### src/rtl/rsb_pkg.sv
package rsb_pkg;
  typedef enum logic [1:0] {
    ST_FREE = 2'd0,
    ST_WAIT = 2'd1,
    ST_EXEC = 2'd2
  } rs_state_e;
endpackage

### src/rtl/rsb_pick.sv
module rsb_pick #(
  parameter int unsigned N = 3
) (
  input  logic [N-1:0] req_i,
  output logic [N-1:0] gnt_o,
  output logic         any_o
);
  logic found;

  always_comb begin
    gnt_o = '0;
    found = 1'b0;
    for (int i = 0; i < N; i++) begin
      if (req_i[i] && !found) begin
        gnt_o[i] = 1'b1;
        found    = 1'b1;
      end
    end
  end

  assign any_o = |req_i;
endmodule

### src/rtl/rsb_src.sv
module rsb_src #(
  parameter int unsigned DATA_W = 64,
  parameter int unsigned TAG_W  = 4
) (
  input  logic              clk_i,
  input  logic              rst_ni,
  input  logic              load_i,
  input  logic [DATA_W-1:0] v_i,
  input  logic [TAG_W-1:0]  q_i,
  input  logic              bc_valid_i,
  input  logic [TAG_W-1:0]  bc_tag_i,
  input  logic [DATA_W-1:0] bc_data_i,
  output logic [DATA_W-1:0] v_o,
  output logic              rdy_o
);
  logic [DATA_W-1:0] v_q;
  logic [TAG_W-1:0]  q_q;
  logic              hit_new, hit_old;

  // same-cycle bypass for a tag arriving with the issue
  assign hit_new = bc_valid_i && (q_i != '0) && (bc_tag_i == q_i);
  assign hit_old = bc_valid_i && (q_q != '0) && (bc_tag_i == q_q);

  always_ff @(posedge clk_i or negedge rst_ni) begin
    if (!rst_ni) begin
      v_q <= '0;
      q_q <= '0;
    end else if (load_i) begin
      if (hit_new) begin
        v_q <= bc_data_i;
        q_q <= '0;
      end else begin
        v_q <= v_i;
        q_q <= q_i;
      end
    end else if (hit_old) begin
      v_q <= bc_data_i;
      q_q <= '0;
    end
  end

  assign v_o   = v_q;
  assign rdy_o = (q_q == '0);
endmodule

### src/rtl/rsb_entry.sv
module rsb_entry
  import rsb_pkg::*;
#(
  parameter int unsigned DATA_W  = 64,
  parameter int unsigned TAG_W   = 4,
  parameter int unsigned OP_W    = 4,
  parameter int unsigned OWN_TAG = 1
) (
  input  logic              clk_i,
  input  logic              rst_ni,
  input  logic              load_i,
  input  logic [OP_W-1:0]   op_i,
  input  logic [DATA_W-1:0] vj_i,
  input  logic [TAG_W-1:0]  qj_i,
  input  logic [DATA_W-1:0] vk_i,
  input  logic [TAG_W-1:0]  qk_i,
  input  logic              bc_valid_i,
  input  logic [TAG_W-1:0]  bc_tag_i,
  input  logic [DATA_W-1:0] bc_data_i,
  input  logic              fire_i,
  output logic              busy_o,
  output logic              exec_o,
  output logic              ready_o,
  output logic              opnd_rdy_o,
  output logic [OP_W-1:0]   op_o,
  output logic [DATA_W-1:0] vj_o,
  output logic [DATA_W-1:0] vk_o
);
  rs_state_e         state_q, state_d;
  logic [OP_W-1:0]   op_q;
  logic              rdy_j, rdy_k, own_done;

  assign own_done = bc_valid_i && (bc_tag_i == TAG_W'(OWN_TAG));

  always_comb begin
    state_d = state_q;
    unique case (state_q)
      ST_FREE: if (load_i)   state_d = ST_WAIT;
      ST_WAIT: if (fire_i)   state_d = ST_EXEC;
      ST_EXEC: if (own_done) state_d = ST_FREE;
      default:               state_d = ST_FREE;
    endcase
  end

  always_ff @(posedge clk_i or negedge rst_ni) begin
    if (!rst_ni) begin
      state_q <= ST_FREE;
      op_q    <= '0;
    end else begin
      state_q <= state_d;
      if (load_i) op_q <= op_i;
    end
  end

  rsb_src #(.DATA_W(DATA_W), .TAG_W(TAG_W)) i_src_j (
    .clk_i     (clk_i),
    .rst_ni    (rst_ni),
    .load_i    (load_i),
    .v_i       (vj_i),
    .q_i       (qj_i),
    .bc_valid_i(bc_valid_i),
    .bc_tag_i  (bc_tag_i),
    .bc_data_i (bc_data_i),
    .v_o       (vj_o),
    .rdy_o     (rdy_j)
  );

  rsb_src #(.DATA_W(DATA_W), .TAG_W(TAG_W)) i_src_k (
    .clk_i     (clk_i),
    .rst_ni    (rst_ni),
    .load_i    (load_i),
    .v_i       (vk_i),
    .q_i       (qk_i),
    .bc_valid_i(bc_valid_i),
    .bc_tag_i  (bc_tag_i),
    .bc_data_i (bc_data_i),
    .v_o       (vk_o),
    .rdy_o     (rdy_k)
  );

  assign busy_o     = (state_q != ST_FREE);
  assign exec_o     = (state_q == ST_EXEC);
  assign opnd_rdy_o = rdy_j && rdy_k;
  assign ready_o    = (state_q == ST_WAIT) && opnd_rdy_o;
  assign op_o       = op_q;
endmodule

### src/rtl/rsb_bank.sv
module rsb_bank #(
  parameter int unsigned NUM_ENTRIES = 3,
  parameter int unsigned DATA_W      = 64,
  parameter int unsigned TAG_W       = 4,
  parameter int unsigned OP_W        = 4,
  parameter int unsigned BASE_TAG    = 1
) (
  input  logic              clk_i,
  input  logic              rst_ni,
  input  logic              issue_valid_i,
  output logic              issue_ready_o,
  input  logic [OP_W-1:0]   issue_op_i,
  input  logic [DATA_W-1:0] issue_vj_i,
  input  logic [TAG_W-1:0]  issue_qj_i,
  input  logic [DATA_W-1:0] issue_vk_i,
  input  logic [TAG_W-1:0]  issue_qk_i,
  input  logic              bcast_valid_i,
  input  logic [TAG_W-1:0]  bcast_tag_i,
  input  logic [DATA_W-1:0] bcast_data_i,
  output logic              disp_valid_o,
  input  logic              disp_ready_i,
  output logic [OP_W-1:0]   disp_op_o,
  output logic [DATA_W-1:0] disp_vj_o,
  output logic [DATA_W-1:0] disp_vk_o,
  output logic [TAG_W-1:0]  disp_tag_o
);
  localparam int unsigned IDX_W = (NUM_ENTRIES > 1) ? $clog2(NUM_ENTRIES) : 1;

  logic [NUM_ENTRIES-1:0] busy_vec, exec_vec, ready_vec, opnd_rdy_vec;
  logic [NUM_ENTRIES-1:0] alloc_gnt, disp_gnt, load_vec, fire_vec;
  logic                   free_any, ready_any, exec_any;
  logic [OP_W-1:0]        op_arr [NUM_ENTRIES];
  logic [DATA_W-1:0]      vj_arr [NUM_ENTRIES];
  logic [DATA_W-1:0]      vk_arr [NUM_ENTRIES];
  logic [IDX_W-1:0]       disp_idx;

  rsb_pick #(.N(NUM_ENTRIES)) i_alloc_pick (
    .req_i(~busy_vec),
    .gnt_o(alloc_gnt),
    .any_o(free_any)
  );

  rsb_pick #(.N(NUM_ENTRIES)) i_disp_pick (
    .req_i(ready_vec),
    .gnt_o(disp_gnt),
    .any_o(ready_any)
  );

  assign issue_ready_o = free_any;
  assign load_vec      = alloc_gnt & {NUM_ENTRIES{issue_valid_i}};
  assign exec_any      = |exec_vec;
  // non-pipelined unit: hold dispatch until the executing entry reports back
  assign disp_valid_o  = ready_any && !exec_any;
  assign fire_vec      = disp_gnt & {NUM_ENTRIES{disp_valid_o && disp_ready_i}};

  for (genvar g = 0; g < NUM_ENTRIES; g++) begin : g_entry
    rsb_entry #(
      .DATA_W (DATA_W),
      .TAG_W  (TAG_W),
      .OP_W   (OP_W),
      .OWN_TAG(BASE_TAG + g)
    ) i_entry (
      .clk_i     (clk_i),
      .rst_ni    (rst_ni),
      .load_i    (load_vec[g]),
      .op_i      (issue_op_i),
      .vj_i      (issue_vj_i),
      .qj_i      (issue_qj_i),
      .vk_i      (issue_vk_i),
      .qk_i      (issue_qk_i),
      .bc_valid_i(bcast_valid_i),
      .bc_tag_i  (bcast_tag_i),
      .bc_data_i (bcast_data_i),
      .fire_i    (fire_vec[g]),
      .busy_o    (busy_vec[g]),
      .exec_o    (exec_vec[g]),
      .ready_o   (ready_vec[g]),
      .opnd_rdy_o(opnd_rdy_vec[g]),
      .op_o      (op_arr[g]),
      .vj_o      (vj_arr[g]),
      .vk_o      (vk_arr[g])
    );
  end

  always_comb begin
    disp_op_o = '0;
    disp_vj_o = '0;
    disp_vk_o = '0;
    disp_idx  = '0;
    for (int i = 0; i < NUM_ENTRIES; i++) begin
      if (disp_gnt[i]) begin
        disp_op_o = op_arr[i];
        disp_vj_o = vj_arr[i];
        disp_vk_o = vk_arr[i];
        disp_idx  = IDX_W'(i);
      end
    end
  end

  assign disp_tag_o = TAG_W'(BASE_TAG) + TAG_W'(disp_idx);
endmodule

### config.mk
export PLATFORM = sky130hd
export DESIGN_NAME = rsb_bank
export DESIGN_NICKNAME = d
export VERILOG_FILES = /design/src/rtl/rsb_pkg.sv /design/src/rtl/rsb_pick.sv /design/src/rtl/rsb_src.sv /design/src/rtl/rsb_entry.sv /design/src/rtl/rsb_bank.sv
export SDC_FILE = /design/constraint.sdc
export NUM_CORES = 1
export LEC_CHECK = 0
export BUFFER_PORTS_ARGS = -buffer_cell sky130_fd_sc_hd__buf_2
export CORE_AREA = 4 4 243 269
export DETAILED_ROUTE_END_ITERATION = 6
export DIE_AREA = 0 0 247 273
export GPL_TIMING_DRIVEN = 0
export PLACE_DENSITY = 0.65
export SLEW_MARGIN = 15
export SYNTH_ARGS = -nofsm -noshare
export SYNTH_HDL_FRONTEND = slang
export SYNTH_SLANG_ARGS = --single-unit
### constraint.sdc
create_clock -name clk_i -period 2.4 [get_ports clk_i]
set_input_delay 0.12 -clock clk_i [delete_from_list [all_inputs] [get_ports clk_i]]
set_output_delay 0.12 -clock clk_i [all_outputs]
set_load 0.005 [all_outputs]
==> flow_metrics.env <==
export IMPL_status="finished with violations"
export IMPL_violations="setup timing"
export IMPL_crit_type="reg2out"
export IMPL_top_layer="met4"
export IMPL_rsz0062_at_grt="true"
export IMPL_r2r_end="g_entry[2].i_entry.i_src_k.v_o[45]$_DFFE_PN0P_"
export IMPL_clk_pin_slew_ns=0.06
export IMPL_startpoint="g_entry[2].i_entry.i_src_j.q_q[1]$_DFFE_PN0P_"
export IMPL_clock_sinks=426
export IMPL_synth_common_cells="426 x dfrtp_1, 277 x nor2_1, 196 x or3_1"
export IMPL_grt_max_degree=108
export IMPL_cts_root_buf="clkbuf_16"
export IMPL_drc=0
export IMPL_cts_made_buffers=47
export IMPL_max_clock_freq_mhz=336
export IMPL_crit_arrival_ns=2.86
export IMPL_crit_family="simple AND/OR/NAND/NOR gates"
export IMPL_core_area_sq_um=62300
export IMPL_r2r_start="g_entry[2].i_entry.state_q[1]$_DFFE_PN0P_"
export IMPL_drv_cap=0
export IMPL_cp_start_kind="flip-flop"
export IMPL_cts_tree="built"
export IMPL_path_buf_inv=4
export IMPL_maxSlewHeadroom_pct=49.7
export IMPL_ant_nets=0
export IMPL_synth_top_cell_area_share_pct=49.0
export IMPL_skew_ns=0.0148
export IMPL_max_slew_worst_pin_slew_ns=0.755
export IMPL_avgSynthCellArea_sq_um=10.3
export IMPL_start_util_pct=34.9
export IMPL_power_leakage_nw=12.8
export IMPL_placedCellCount=3299
export IMPL_synth_seq_cells=426
export IMPL_wl_per_cell_microns=26.6
export IMPL_fin_util_pct=49.1
export IMPL_grt_first_pass_wirelength_microns=143000
export IMPL_drt_initial_drc_count=2455
export IMPL_place_congestion=0.920
export IMPL_wl_microns=97400
export IMPL_cpPeakStageDelay_ns=0.56
export IMPL_cp_end_kind="primary output"
export IMPL_finalSetupViolations=134
export IMPL_hold_viol=0
export IMPL_finalPower_mw=40.1
export IMPL_synth_main_ff_cell="dfrtp_1"
export IMPL_grt_antenna_before_repair=3
export IMPL_grt_total_usage_pct=27.5
export IMPL_synth_warnings=0
export IMPL_yosys_area_top_type="dfrtp_1"
export IMPL_port_buffers=346
export IMPL_hold_path_class="in2reg"
export IMPL_dpl_cell_area_sq_um=24700
export IMPL_instances_no_fill=3656
export IMPL_drive_gt1_share_pct=38.1
export IMPL_wl_met1_microns=37800
export IMPL_dr_pass1_iters=6
export IMPL_yosys_cell_count_top_type="dfrtp_1"
export IMPL_cp_common_cell="buf_12"
export IMPL_syn2layout_area_growth_pct=40.5
export IMPL_final_nets=2999
export IMPL_syn_area_sq_um=21800
export IMPL_syn_inst=2114
export IMPL_period_share_pct=124
export IMPL_path_max_fanout=10
export IMPL_peakVddDrop_mv=0.555
export IMPL_yosysSeqAreaShare_pct=49.0
export IMPL_dr_wl_met2_microns=45500
export IMPL_required_ns=2.28
export IMPL_reg2regPathDepth=7
export IMPL_pin_count=351
export IMPL_worstSkewPairLatency_ns=0.58
export IMPL_viasPerCell=6.17
export IMPL_met3_length_microns=8440
export IMPL_synth_cell_types=53
export IMPL_setup_ws_ns=-0.576
export IMPL_min_period_ns=2.98
export IMPL_die_area_sq_um=67400
export IMPL_cp_endpoint="disp_vk_o[2]"
export IMPL_dr_total_vias=22600
export IMPL_synth_edf_count=0
export IMPL_drv_slew=0
export IMPL_reg2reg_setup_slack_ns=0.07
export IMPL_die_h_microns=273
export IMPL_design_area_sq_um=30600
export IMPL_cp_slowest_cell="or4b_4"
export IMPL_cts_buffer_depth=3
export IMPL_rows=96
export IMPL_crit_chain="or4b_4 -> nor3_4 -> nor2b_4 -> buf_12 -> buf_4 -> buf_12 -> a221oi_1 -> nor2_1 -> buf_2"
export IMPL_synth_area_leaders="dfrtp_1 49%, o221a_2 9.9%, o32ai_1 7.7%"
export IMPL_cp_depth=9
export IMPL_synthArstFlopShare_pct=100
export IMPL_p_per_area_nw_per_um2=1310
export IMPL_grt_pass1_vias=22700
export IMPL_htreeDepth=2
export IMPL_die_x_microns=247
export IMPL_grt_ovfl_total=0
export IMPL_detailed_place_hpwl_microns=66600
## layer usage
layer	vias up	track usage, %
met5	-	0
met4	0	15.1
met3	286	5.82
met2	1404	43.2
met1	11300	35.4
li1	9590	-
## kinds of logic (layout without fill, tap and decap cells)
kind of cell | count (synthesis) | in the layout | synth area share [%]
buffers and inverters | 305 | 1010 | 6.73
AOI/OAI and AO/OA | 752 | 752 | 29.4
other | 1 | 5 | 0.0172
xor gates and xnor gates | 29 | 29 | 1.20
muxes | 3 | 3 | 0.259
DFF | 426 | 426 | 49.0
and+or+nand+nor | 598 | 598 | 13.4
## layout by cell type (no fill, tap or decap), types with 14 or more instances in the layout
cell type | Yosys | layout
a221oi_2 | 0 | 71
buf_12 | 0 | 27
clkbuf_16 | 0 | 54
buf_4 | 14 | 61
dlygate4sd3_1 | 0 | 208
inv_1 | 64 | 64
nor2_1 | 277 | 247
clkbuf_2 | 4 | 21
a221oi_1 | 132 | 46
buf_6 | 16 | 30
a21oi_2 | 34 | 33
o221a_2 | 192 | 192
nor2_2 | 0 | 30
o32ai_1 | 192 | 192
clkbuf_1 | 92 | 49
buf_2 | 114 | 436
xnor2_1 | 19 | 19
or3_1 | 196 | 194
buf_8 | 0 | 14
a21oi_1 | 162 | 162
nand2_1 | 71 | 70
dfrtp_1 | 426 | 421
a221oi_4 | 0 | 15
o22ai_1 | 16 | 16
## worst register-to-register path, stage by stage (launching register included)
cell and delay, ns:
dfrtp_1 0.39, buf_4 0.16, or4_1 0.52, buf_6 0.20, buf_6 0.21, clkbuf_1 0.26
or3_1 0.37, o221a_2 0.13
## where the power goes
group	internal, mW	switching, mW
logic	9.08	10.0
clock network	4.51	3.14
registers	10.8	2.61
## metrics by stage
| step | TNS [ns] | hold WS (ns) | setup WS (ns) |
|---|---|---|---|
| 2_1_floorplan | 0 | -0.176 | 0.470 |
| 3_3_place_gp | -3275.26 | 0.352 | -7.29 |
| 3_5_place_dp | -202.29 | 0.123 | -0.942 |
| 4_1_cts | -75.02 | 0.0316 | -0.607 |
| 5_1_grt | -68.70 | 0.0584 | -0.628 |
| 6_report | -58.85 | 0.0593 | -0.576 |
## flip-flops by register name, indices dropped and copies added (netlist names)
| register | cells |
|---|---|
| g_entry.i_entry.i_src_k.q_q | 12 |
| g_entry.i_entry.i_src_j.q_q | 12 |
| g_entry.i_entry.op_o | 12 |
| g_entry.i_entry.i_src_j.v_o | 192 |
| g_entry.i_entry.i_src_k.v_o | 192 |
| g_entry.i_entry.state_q | 6 |
## worst min path at each step
| stage | from | to | slack [ns] | cells past startpoint |
|---|---|---|---|---|
| global route | bcast_tag_i[3] | g_entry[0].i_entry.state_q[1]$_DFFE_PN0P_ | 0.06 | 4 |
| detailed placement | rst_ni | g_entry[1].i_entry.i_src_j.v_o[23]$_DFFE_PN0P_ | 0.12 | 1 |
| global placement | issue_op_i[1] | g_entry[1].i_entry.op_o[1]$_DFFE_PN0P_ | 0.35 | 3 |
| finish | bcast_tag_i[3] | g_entry[0].i_entry.state_q[1]$_DFFE_PN0P_ | 0.06 | 4 |
| floorplan | rst_ni | g_entry[0].i_entry.i_src_j.q_q[0]$_DFFE_PN0P_ | -0.18 | 0 |
| CTS | bcast_tag_i[3] | g_entry[0].i_entry.state_q[1]$_DFFE_PN0P_ | 0.03 | 4 |
## layout make-up
class | count | area [sq um]
timing repair buffer | 628 | 4800
clock inverter | 16 | 189
tap | 833 | 1040
buffer | 235 | 1660
inverter | 64 | 240
fill | 5654 | 31700
sequential | 426 | 10700
multi-input combinational | 1384 | 10600
antenna | 3 | 7.51
clock buffer | 67 | 1410
## timing repair
| action | in CTS | in global routing |
|---|---|---|
| gates cloned | 5 | 4 |
| gates resized for setup | 180 | 246 |
| hold endpoints to repair | 491 | 0 |
| pin swaps | 113 | 37 |
| hold buffers | 208 | 0 |
| setup buffers | 41 | 22 |
| endpoints found under the setup margin | 526 | 521 |
Power figures use the tool's default switching activity.
